File: src/rtl/clk_mode_pkg.sv
package clk_mode_pkg;

   typedef enum logic [2:0] {
      MODE_SELF     = 3'd0,
      MODE_LOOP_INT = 3'd1,
      MODE_BYP_EXT  = 3'd2,
      MODE_LOOP_EXT = 3'd3,
      MODE_OFF      = 3'd4
   } clk_mode_e;

   typedef logic [1:0] sel_t;

   // Select value to the mode it requests once all gating is satisfied
   function automatic clk_mode_e mode_of_sel(input sel_t s);
      return clk_mode_e'({1'b0, s});
   endfunction

endpackage

File: src/rtl/cms_sync.sv
module cms_sync #(
   parameter int unsigned STAGES = 0,
   parameter int unsigned WIDTH  = 1
) (
   input  logic             clk,
   input  logic             rst_n,
   input  logic [WIDTH-1:0] d,
   output logic [WIDTH-1:0] q
);
   generate
      if (STAGES == 0) begin : g_pass
         assign q = d;
      end else begin : g_chain
         logic [WIDTH-1:0] stage_q [STAGES];
         always_ff @(posedge clk or negedge rst_n) begin
            if (!rst_n) begin
               for (int i = 0; i < STAGES; i++) stage_q[i] <= '0;
            end else begin
               stage_q[0] <= d;
               for (int i = 1; i < STAGES; i++) stage_q[i] <= stage_q[i-1];
            end
         end
         assign q = stage_q[STAGES-1];
      end
   endgenerate
endmodule

File: src/rtl/cms_qual_counter.sv
module cms_qual_counter #(
   parameter int unsigned QUAL_CYCLES = 4096
) (
   input  logic clk,
   input  logic rst_n,
   input  logic clear,
   input  logic tick,
   output logic ok
);
   localparam int unsigned CW = $clog2(QUAL_CYCLES + 1);

   generate
      if (QUAL_CYCLES < 1) begin : g_bad
         $error("QUAL_CYCLES must be at least 1");
      end

      if (QUAL_CYCLES == 1) begin : g_flop
         always_ff @(posedge clk or negedge rst_n) begin
            if (!rst_n)     ok <= 1'b0;
            else if (clear) ok <= 1'b0;
            else if (tick)  ok <= 1'b1;
         end
      end else begin : g_count
         localparam logic [CW-1:0] LIMIT = CW'(QUAL_CYCLES);
         logic [CW-1:0] cnt_q;
         always_ff @(posedge clk or negedge rst_n) begin
            if (!rst_n)                      cnt_q <= '0;
            else if (clear)                  cnt_q <= '0;
            else if (tick && cnt_q != LIMIT) cnt_q <= cnt_q + 1'b1;
         end
         assign ok = (cnt_q == LIMIT);
      end
   endgenerate
endmodule

File: src/rtl/cms_mode_fsm.sv
module cms_mode_fsm
   import clk_mode_pkg::*;
(
   input  logic      clk,
   input  logic      rst_n,
   input  sel_t      sel_q,
   input  logic      ext_det,
   input  logic      loss_clk,
   input  logic      fll_locked,
   input  logic      osc_stable,
   input  logic      stop_req,
   input  logic      wake_irq,
   output clk_mode_e mode_q,
   output logic      dco_wait_q,
   output logic      dbl_q
);
   clk_mode_e mode_n;
   logic      dco_wait_n;
   logic      fallback;

   assign fallback = sel_q[1] & ~ext_det & loss_clk;

   always_comb begin
      mode_n     = mode_q;
      dco_wait_n = dco_wait_q;
      if (mode_q == MODE_OFF) begin
         if (wake_irq) begin
            if (sel_q == 2'b10) begin
               mode_n     = MODE_BYP_EXT;
               dco_wait_n = 1'b0;
            end else begin
               mode_n     = MODE_SELF;
               dco_wait_n = sel_q[0];
            end
         end
      end else if (fallback) begin
         mode_n = MODE_SELF;
      end else if (stop_req) begin
         mode_n     = MODE_OFF;
         dco_wait_n = 1'b0;
      end else if (dco_wait_q) begin
         if (osc_stable) begin
            mode_n     = mode_of_sel(sel_q);
            dco_wait_n = 1'b0;
         end
      end else begin
         mode_n = mode_of_sel(sel_q);
      end
   end

   always_ff @(posedge clk or negedge rst_n) begin
      if (!rst_n) begin
         mode_q     <= MODE_SELF;
         dco_wait_q <= 1'b0;
         dbl_q      <= 1'b0;
      end else begin
         mode_q     <= mode_n;
         dco_wait_q <= dco_wait_n;
         dbl_q      <= (mode_n == MODE_SELF) &
                       (dbl_q | ((mode_q == MODE_LOOP_EXT) & fallback & ~fll_locked));
      end
   end
endmodule

File: src/rtl/clk_mode_seq.sv
module clk_mode_seq
   import clk_mode_pkg::*;
#(
   parameter int unsigned QUAL_CYCLES = 4096,
   parameter int unsigned SYNC_STAGES = 0
) (
   input  logic       clk,
   input  logic       rst_n,
   input  logic       sel_wr_i,
   input  logic [1:0] sel_wdata_i,
   input  logic       filt_req_i,
   input  logic       ref_tick_i,
   input  logic       osc_stable_i,
   input  logic       ext_det_i,
   input  logic       loss_clk_i,
   input  logic       fll_locked_i,
   input  logic       stop_req_i,
   input  logic       wake_irq_i,
   output logic [2:0] mode_o,
   output logic [1:0] sel_o,
   output logic       clk_en_o,
   output logic       int_ref_o,
   output logic       xtal_ok_o,
   output logic       dbl_out_o,
   output logic       filt_we_o
);
   localparam int unsigned NSTAT = 4;

   generate
      if (SYNC_STAGES > 4) begin : g_bad_sync
         $error("SYNC_STAGES above 4 is not supported");
      end
   endgenerate

   logic [NSTAT-1:0] stat_raw, stat_s;
   logic ext_s, loss_s, osc_s, lock_s;
   sel_t sel_q;
   clk_mode_e mode_q;
   logic dco_wait_q, dbl_q, xtal_ok, ext_ready;

   assign stat_raw = {ext_det_i, loss_clk_i, osc_stable_i, fll_locked_i};

   cms_sync #(.STAGES(SYNC_STAGES), .WIDTH(NSTAT)) u_sync (
      .clk(clk), .rst_n(rst_n), .d(stat_raw), .q(stat_s)
   );
   assign {ext_s, loss_s, osc_s, lock_s} = stat_s;

   // Select field: returns to 00 on any reset
   always_ff @(posedge clk or negedge rst_n) begin
      if (!rst_n)        sel_q <= 2'b00;
      else if (sel_wr_i) sel_q <= sel_wdata_i;
   end

   cms_qual_counter #(.QUAL_CYCLES(QUAL_CYCLES)) u_qual (
      .clk(clk), .rst_n(rst_n),
      .clear(loss_s | ~sel_q[1]),
      .tick(ref_tick_i),
      .ok(xtal_ok)
   );

   cms_mode_fsm u_fsm (
      .clk(clk), .rst_n(rst_n), .sel_q(sel_q),
      .ext_det(ext_s), .loss_clk(loss_s), .fll_locked(lock_s),
      .osc_stable(osc_s), .stop_req(stop_req_i), .wake_irq(wake_irq_i),
      .mode_q(mode_q), .dco_wait_q(dco_wait_q), .dbl_q(dbl_q)
   );

   assign ext_ready = xtal_ok & ext_s;
   assign mode_o    = mode_q;
   assign sel_o     = sel_q;
   assign xtal_ok_o = xtal_ok;
   assign dbl_out_o = dbl_q;
   assign clk_en_o  = (mode_q != MODE_OFF) & ~((mode_q == MODE_BYP_EXT) & ~ext_ready);
   assign int_ref_o = (mode_q == MODE_LOOP_EXT) & ~ext_ready;
   assign filt_we_o = filt_req_i & (mode_q == MODE_SELF);
endmodule

File: config.mk
export PLATFORM = sky130hd
export DESIGN_NAME = clk_mode_seq
export DESIGN_NICKNAME = d
export VERILOG_FILES = /design/src/rtl/clk_mode_pkg.sv /design/src/rtl/cms_sync.sv /design/src/rtl/cms_qual_counter.sv /design/src/rtl/cms_mode_fsm.sv /design/src/rtl/clk_mode_seq.sv
export SDC_FILE = /design/constraint.sdc
export NUM_CORES = 1
export LEC_CHECK = 0
export ABC_CLOCK_PERIOD_IN_PS = 1800
export BUFFER_PORTS_ARGS = -buffer_cell sky130_fd_sc_hd__buf_2
export CELL_PAD_IN_SITES_DETAIL_PLACEMENT = 1
export CELL_PAD_IN_SITES_GLOBAL_PLACEMENT = 1
export CORE_ASPECT_RATIO = 1.1
export CORE_MARGIN = 2
export CORE_UTILIZATION = 40
export CTS_CLUSTER_DIAMETER = 150
export DETAILED_ROUTE_END_ITERATION = 10
export GPL_TIMING_DRIVEN = 0
export PLACE_DENSITY_LB_ADDON = 0.1
export SLEW_MARGIN = 20
export SYNTH_ARGS = -nofsm -noshare
export SYNTH_HDL_FRONTEND = slang
export SYNTH_SLANG_ARGS = --single-unit
File: constraint.sdc
create_clock -name clk -period 1.8 [get_ports clk]
set_clock_uncertainty 0.1 [all_clocks]
set_input_delay 0 -clock clk [delete_from_list [all_inputs] [get_ports clk]]
set_output_delay 0 -clock clk [all_outputs]
set_load 0.02 [all_outputs]
==> results of run 1 <==
cells by family after synthesis:
group	synth area share (%)
simple gates	31.1
flops	45.5
compound gates	8.42
xor+xnor	7.96
buf+inv	2.84
mux	1.93
fa+ha+maj	2.27
flip-flops by register name, summed over array words and instances, names as in the netlist:
| register | flops |
|---|---|
| u_fsm.mode_q | 3 |
| sel_o | 2 |
| u_fsm.dbl_q | 1 |
| u_fsm.dco_wait_q | 1 |
| u_qual.g_count.cnt_q | 13 |
metrics by stage:
stage	util, %	area [um2]	hold WS, ps
2_1_floorplan	-	1100	-396
3_3_place_gp	48.6	1250	-129
3_5_place_dp	48.6	1250	-122
4_1_cts	56.8	1460	13.9
5_1_grt	58.3	1500	25.4
6_report	58.3	1500	37.0
synthesized netlist by cell type, types with 2 or more instances:
cell      instances
ha_1              2
nand2_1           7
nor4_1            2
nor4b_1           3
a21oi_1           4
and3_1            4
nand3_1           7
nor2b_1           2
a31oi_1           2
or3_1             2
dfrtp_1          20
xnor2_1           2
inv_1             4
o21ai_0           3
nand2b_1          2
xor2_1            8
nand4_1           3
nor2_1           16
nand3b_1          2
final cells by class:
cell class	instances	area, um2
Buffer	3	16.3
Clock buffer	3	22.5
Fill cell	300	1070
Inverter	4	15.0
Multi-Input combinational cell	87	637
Sequential cell	20	502
Tap cell	31	38.8
Timing Repair Buffer	38	267
placed cells by master (no fill, tap or decap), types with 2 or more instances in the layout:
master	n
a21oi_1	2
a21oi_2	2
a31oi_1	2
and3_1	3
buf_2	19
buf_4	11
clkbuf_4	3
dfrtp_1	19
dlygate4sd3_1	9
inv_1	3
nand2_1	6
nand2b_1	2
nand3_1	7
nand3b_1	2
nand4_1	3
nor2_1	16
nor2b_1	2
nor4b_4	2
o21ai_0	3
or3_1	2
xnor2_1	2
xor2_1	8
routing by layer:
| metal | up-vias | GRT usage [%] | share of wire, % |
|---|---|---|---|
| li1 | 493 | - | - |
| met1 | 511 | 27.3 | 44 |
| met2 | 14 | 39.4 | 53 |
| met3 | 2 | 3.54 | 2.0 |
| met4 | 0 | 7.86 | 0.60 |
| met5 | - | 0 | 0 |
critical path, stage by stage (launching register included):
cell      delay, ps
dfrtp_1         380
inv_2            50
ha_2            170
nor4b_4         130
and3_4          170
buf_4           130
a211oi_2        240
buf_4           180
final timing paths:
kind | end | depth (start not counted) | from | slack, ps
max in group asynchronous | u_qual.g_count.cnt_q[6] | 2 | rst_n | 1190
min in group asynchronous | u_qual.g_count.cnt_q[10] | 2 | rst_n | 80
worst max register to register | u_qual.g_count.cnt_q[12] | 7 | u_qual.g_count.cnt_q[1] | 90
worst max-delay path | int_ref_o | 7 | u_qual.g_count.cnt_q[1] | -40
worst min-delay path | u_fsm.mode_q[1] | 4 | osc_stable_i | 40
worst min register to register | u_qual.g_count.cnt_q[1] | 2 | u_qual.g_count.cnt_q[1] | 480
power by group through the flow:
stage | sequential (mW) | clock [mW] | combinational [mW]
4_1_cts | 0.540 | 0.220 | 0.368
5_1_grt | 0.554 | 0.239 | 0.414
6_report | 0.547 | 0.215 | 0.385
3_5_place_dp | 0.551 | 0 | 0.334
2_1_floorplan | 0.565 | 0 | 0.195
3_3_place_gp | 0.544 | 0 | 0.324
timing repair:
action                     CTS  global route
buffers inserted             6             2
pin swaps                    3             5
hold endpoints to repair    30             0
resized for setup            9             9
hold buffers                 9             0
gates cloned                 0             0
setup endpoints to repair    3             4
==> results.yml, run 1 <==
cells_and_area:
  synthToLayoutAreaGrowth_pct: 36.2
  finalNonFillerCells: 186
  drive_gt1_share_pct: 33.5
  antenna_cells: 0
  nNetsFinal: 172
power:
  powerDensity_nw_per_um2: 765
  clock_power_share_pct: 18.7
  seq_power_share_pct: 47.7
  finalPower_mw: 1.15
  power_leakage_nw: 0.685
  combPwrFrac_pct: 33.5
  p_sw_mw: 0.416
  swShare_pct: 36.3
  ir_drop_mv: 0.543
  intPower_mw: 0.731
routing:
  via_per_inst: 5.48
  routed-via-count: 1020
  remaining_drc_errors: 0
  routedWlPerCell_um: 16.9
  drtAntennaViolNets: 0
  routed_wl_mm: 3.15
  drtPass1Iterations: 4
  drt_iter0_markers: 14
worst_setup_path:
  cp.required_ps: 1700
  path_max_fanout: 3
  end_kind: "output pin"
  crit_type: "reg -> out"
  cp.arrival_ps: 1740
  start_kind: "register"
timing:
  period_share_pct: 102
  setup_ws_ps: -36.4
  grt_setup_unrepaired: "yes"
  fin_crit_ps: 1840
  max_freq_ghz: 0.545
  report.final.setup_viol: 2
  tightest_slew_ps: 489
  slew_violations: 0
  slew_headroom_pct: 67.4
  tns_ps: -65.9
  hold_viol: 0
synthesis:
  synthCells: 114
  ys.flop_type: "dfrtp_1"
  synth_top_cells_by_area: "dfrtp_1 (46%), xor2_1 (6.4%), nor2_1 (5.5%), nand3_1 (3.2%), nand2_1 (2.4%)"
  ys_ff_latch: 20
  synth_area_um2: 1100
  synth_top_cell_by_area: "dfrtp_1"
  ys_types: 38
  synth_nets: 129
  async_flop_share_pct: 100
  yosysSeqAreaShare_pct: 45.5
  synth_top_area_share_pct: 45.5
  yosysWarnings: 0
  synth_enable_flop_cells: 0
  synth_area_per_cell_um2: 9.65
placement:
  io_buffer_count: 21
  dpl_worst_slack_ps: 20.0
  place_congestion: 0.871
  place_inst: 166
  post-dp-hpwl_mm: 2.14
cts:
  cts_tree: "done"
  clock_tree.buffer_depth: 2
  cts-htree-levels: 1
  numClockSinks: 20
  clk_pin_slew_ps: 110
  cts_made_buffers: 3
  clk-insertion-delay-late_ps: 290
  root_buffer: "clkbuf_4"
global_route:
  first_global_vias: 1162
  grt_max_degree: 21
  antenna_found_initial: 0
  grt_first_pass_wirelength_mm: 5.22
  grt_usage_pct: 22.4
  grt_remaining_overflow: 0
die:
  die-width_um: 54.0
  die_y_um: 59.0
  start_util_pct: 42.8
  dieArea_um2: 3190
  top_level_ports: 23
  coreArea_um2: 2570
  core.rowCount: 19
outcome:
  violations: "negative setup slack"
  status: "finished, violations left"
min_path:
  hold_path_class: "in -> reg"
flow_run:
  drv_cap: 0
No activity file was read; power rests on OpenSTA's default activity.
==> inputs of run 2 (changes only) <==
--- a/config.mk
+++ b/config.mk
@@ -5,7 +5,7 @@
 export SDC_FILE = /design/constraint.sdc
 export NUM_CORES = 1
 export LEC_CHECK = 0
-export ABC_CLOCK_PERIOD_IN_PS = 1800
+export ABC_CLOCK_PERIOD_IN_PS = 2300
 export BUFFER_PORTS_ARGS = -buffer_cell sky130_fd_sc_hd__buf_2
 export CELL_PAD_IN_SITES_DETAIL_PLACEMENT = 1
 export CELL_PAD_IN_SITES_GLOBAL_PLACEMENT = 1
@@ -16,6 +16,7 @@
 export DETAILED_ROUTE_END_ITERATION = 10
 export GPL_TIMING_DRIVEN = 0
 export PLACE_DENSITY_LB_ADDON = 0.1
+export SETUP_SLACK_MARGIN = 0.02
 export SLEW_MARGIN = 20
 export SYNTH_ARGS = -nofsm -noshare
 export SYNTH_HDL_FRONTEND = slang
==> constraint.sdc (replaced) <==
create_clock -name clk -period 2.3 [get_ports clk]
set_clock_uncertainty 0.1 [all_clocks]
set_input_delay 0 -clock clk [delete_from_list [all_inputs] [get_ports clk]]
set_output_delay 0 -clock clk [all_outputs]
set_load 0.02 [all_outputs]
==> results.yml, run 2 (synthesized netlist as in run 1, its figures left out) <==
die:
  dieArea_um2: 3190
  core.rowCount: 19
  start_util_pct: 42.8
  die_y_um: 59.0
  die-width_um: 54.0
  top_level_ports: 23
  coreArea_um2: 2570
cells_and_area:
  antenna_cells: 0
  final_area_um2: 1390
  largest_reg_flops: 13
  synthToLayoutAreaGrowth_pct: 26.4
  top_register: "u_qual.g_count.cnt_q"
  final_util_pct: 54.1
  drive_gt1_share_pct: 22.0
  layout_common_cells: "buf_2 (22), dfrtp_1 (20), nor2_1 (16)"
  finalNonFillerCells: 181
  regArea_um2: 500
  nNetsFinal: 166
  multiInputGateArea_um2: 568
  layout.cells.most_common: "buf_2"
  fillers: 303
cts:
  cts-hold-fix-buffers: 11
  cts_resized: 0
  numClockSinks: 20
  clk_pin_slew_ps: 130
  clk-insertion-delay-late_ps: 310
  cts_tree: "done"
  root_buffer: "clkbuf_4"
  cts_made_buffers: 3
  clock_tree.buffer_depth: 2
  cts-htree-levels: 1
  post_cts.repair.setup_buffers: 0
timing:
  tightest_slew_ps: 593
  whs_ps: 51.9
  tns_ps: 0
  grt_setup_unrepaired: "no"
  setup_ws_ps: 173
  fin_crit_ps: 2130
  hold_viol: 0
  report.final.setup_viol: 0
  period_share_pct: 92.5
  slew_violations: 0
  max_freq_ghz: 0.470
  slew_headroom_pct: 59.9
power:
  finalPower_mw: 0.923
  ir_drop_mv: 0.609
  power_leakage_nw: 0.634
  powerDensity_nw_per_um2: 664
worst_setup_path:
  crit_start: "u_qual.g_count.cnt_q[0]"
  reg2reg_slack_ps: 330
  reg2regPathDepth: 4
  end_kind: "output pin"
  cp.arrival_ps: 2030
  path_max_fanout: 4
  crit_end: "clk_en_o"
  start_kind: "register"
  cp.required_ps: 2200
  r2r-end: "u_fsm.mode_q[2]"
  worstReg2RegStart: "u_fsm.mode_q[1]"
  crit_type: "reg -> out"
flow_run:
  drv_cap: 0
routing:
  remaining_drc_errors: 0
  via_per_inst: 5.55
  routed_wl_mm: 2.89
  drtPass1Iterations: 4
  routed-via-count: 1004
  drtAntennaViolNets: 0
  drt_iter0_markers: 28
  routedWlPerCell_um: 16.0
placement:
  dpl_worst_slack_ps: 534
  place_area_um2: 1240
  place_congestion: 0.842
  post-dp-hpwl_mm: 2.10
  io_buffer_count: 21
  place_inst: 166
global_route:
  grt_usage_pct: 20.7
  first_global_vias: 1026
  grt_remaining_overflow: 0
  antenna_found_initial: 0
  grt_max_degree: 21
  grt_first_pass_wirelength_mm: 4.72
outcome:
  status: "complete, no violations"
min_path:
  hold_path_class: "in -> async"
[run 2: critical path: stages (launching register included)]
cell and delay (ps):
dfrtp_1 440, inv_1 70, ha_1 150, nor4b_1 390, and3_1 290, nand2_1 70, a21oi_1 120, buf_2 180
[run 2: layer usage]
layer  track usage [%]  wire (um)  vias up  part of all wire (%)
met5                 0          0        -                     0
met2              34.7       1450       23                    50
met1              25.8       1320      501                    46
met4              6.43         16        0                  0.55
met3              5.30        107        2                   3.7
li1                  -          -      478                     -
[run 2: where the power goes]
group / switching, mW / internal, mW
clock: 0.122 / 0.0967
sequential: 0.0437 / 0.380
combinational: 0.158 / 0.123
[run 2: cell type report]
cell class	instances	area share, %
sequential	20	36.0
buffer	3	1.17
tap	31	2.79
inverter	4	1.08
timing repair buffer	32	15.5
multi-input combinational	87	40.9
clock buffer	4	2.61
[run 2: how the worst min path moves through the flow]
stage               startpoint                      end  slack (ps)  depth (start not counted)
finish                   rst_n          u_fsm.mode_q[1]          50                          2
global route             rst_n  u_qual.g_count.cnt_q[6]         100                          2
CTS                      rst_n          u_fsm.mode_q[1]          60                          2
detailed placement       rst_n  u_qual.g_count.cnt_q[6]        -120                          1
global placement         rst_n  u_qual.g_count.cnt_q[6]        -130                          1
floorplan                rst_n                 sel_o[0]        -400                          0
==> inputs of run 3 (changes only) <==
--- a/config.mk
+++ b/config.mk
@@ -16,6 +16,7 @@
 export DETAILED_ROUTE_END_ITERATION = 10
 export GPL_TIMING_DRIVEN = 0
 export PLACE_DENSITY_LB_ADDON = 0.1
+export REMOVE_ABC_BUFFERS = 1
 export SETUP_SLACK_MARGIN = 0.02
 export SLEW_MARGIN = 20
 export SYNTH_ARGS = -nofsm -noshare
==> results.yml, run 3 (synthesized netlist as in run 1, its figures left out) <==
outcome:
  status: "complete, no violations"
cells_and_area:
  finalNonFillerCells: 178
  drive_gt1_share_pct: 22.4
  final_util_pct: 53.6
  largest_reg_flops: 13
  top_register: "u_qual.g_count.cnt_q"
  nNetsFinal: 163
  layout_common_cells: "buf_2 (22), dfrtp_1 (20), nor2_1 (16)"
  fillers: 314
  synthToLayoutAreaGrowth_pct: 25.0
  layout.cells.most_common: "buf_2"
  final_area_um2: 1380
  antenna_cells: 0
placement:
  place_area_um2: 1230
  place_inst: 164
  dpl_worst_slack_ps: 487
  post-dp-hpwl_mm: 1.94
  place_congestion: 0.837
  io_buffer_count: 22
routing:
  remaining_drc_errors: 0
  drt_iter0_markers: 26
  drtAntennaViolNets: 0
  drtPass1Iterations: 4
  routed-via-count: 988
  routedWlPerCell_um: 15.3
  routed_wl_mm: 2.73
  via_per_inst: 5.55
power:
  power_leakage_nw: 0.625
  ir_drop_mv: 0.431
  powerDensity_nw_per_um2: 649
  finalPower_mw: 0.893
die:
  die_y_um: 59.0
  coreArea_um2: 2570
  top_level_ports: 23
  dieArea_um2: 3190
  start_util_pct: 42.8
  core.rowCount: 19
  die-width_um: 54.0
cts:
  root_buffer: "clkbuf_4"
  numClockSinks: 20
  clk-insertion-delay-late_ps: 300
  cts-htree-levels: 1
  clk_pin_slew_ps: 120
  cts_made_buffers: 3
  cts_tree: "done"
  clock_tree.buffer_depth: 2
worst_setup_path:
  crit_type: "reg -> out"
  end_kind: "output pin"
  path_max_fanout: 4
  cp.arrival_ps: 1980
  cp.required_ps: 2200
  start_kind: "register"
timing:
  report.final.setup_viol: 0
  hold_viol: 0
  grt_setup_unrepaired: "no"
  max_freq_ghz: 0.482
  tightest_slew_ps: 556
  tns_ps: 0
  slew_headroom_pct: 62.6
  whs_ps: 57.7
  slew_violations: 0
  period_share_pct: 90.3
  setup_ws_ps: 224
  fin_crit_ps: 2080
global_route:
  antenna_found_initial: 0
  grt_max_degree: 21
  first_global_vias: 1059
  grt_remaining_overflow: 0
  grt_usage_pct: 20.4
  grt_first_pass_wirelength_mm: 4.72
min_path:
  hold_path_class: "in -> async"
flow_run:
  drv_cap: 0
==> run 3: cell count changes in the layout (fill, tap and decap cells not counted) <==
cell,change
buf_1,-1
buf_4,-1
dlygate4sd3_1,-1
nor4b_1,-1
nor4b_2,+1
==> run 3: worst paths after layout <==
check | slack [ps] | end | startpoint | cells after the start
hold reg to reg | 490 | u_qual.g_count.cnt_q[5] | u_qual.g_count.cnt_q[5] | 2
setup reg to reg | 560 | u_qual.g_count.cnt_q[0] | u_qual.g_count.cnt_q[9] | 4
max in group asynchronous | 1730 | sel_o[1] | rst_n | 2
setup / recovery | 220 | clk_en_o | u_qual.g_count.cnt_q[9] | 5
min in group clk | 210 | u_fsm.mode_q[1] | ext_det_i | 4
hold / removal | 60 | u_qual.g_count.cnt_q[7] | rst_n | 2
==> run 3: repair_timing <==
item | CTS | global route
hold buffers | 10 | 0
setup endpoints to repair | 0 | 1
resized for setup | 0 | 1
setup buffers | 0 | 0
hold endpoints to repair | 28 | 0
==> run 3: layout make-up <==
class / count / area [um2] / area share [%]
well taps: 31 / 38.8 / 2.82
repair buffers: 32 / 210 / 15.3
clock buffers: 4 / 36.3 / 2.64
flip-flops and latches: 20 / 500 / 36.4
multi-input cells: 87 / 574 / 41.8
inverters: 4 / 15.0 / 1.09
==> run 3: layer usage <==
layer	vias up	part of all wire, %	GRT usage (%)
li1	476	-	-
met1	493	46	24.8
met2	15	50	35.2
met3	4	3.3	3.03
met4	0	1.5	9.29
met5	-	0	0
==> run 3: report_power, final <==
group          switching, mW  internal (mW)  leakage [nW]
Combinational          0.152          0.113         0.334
Clock                  0.108         0.0965        0.0210
Sequential            0.0435          0.380         0.270
==> run 3: critical path: stages (launching register included) <==
cell and delay (ps):
dfrtp_1 440, nor4_1 540, and3_1 320, nand2_1 70, a21oi_1 120, buf_2 180
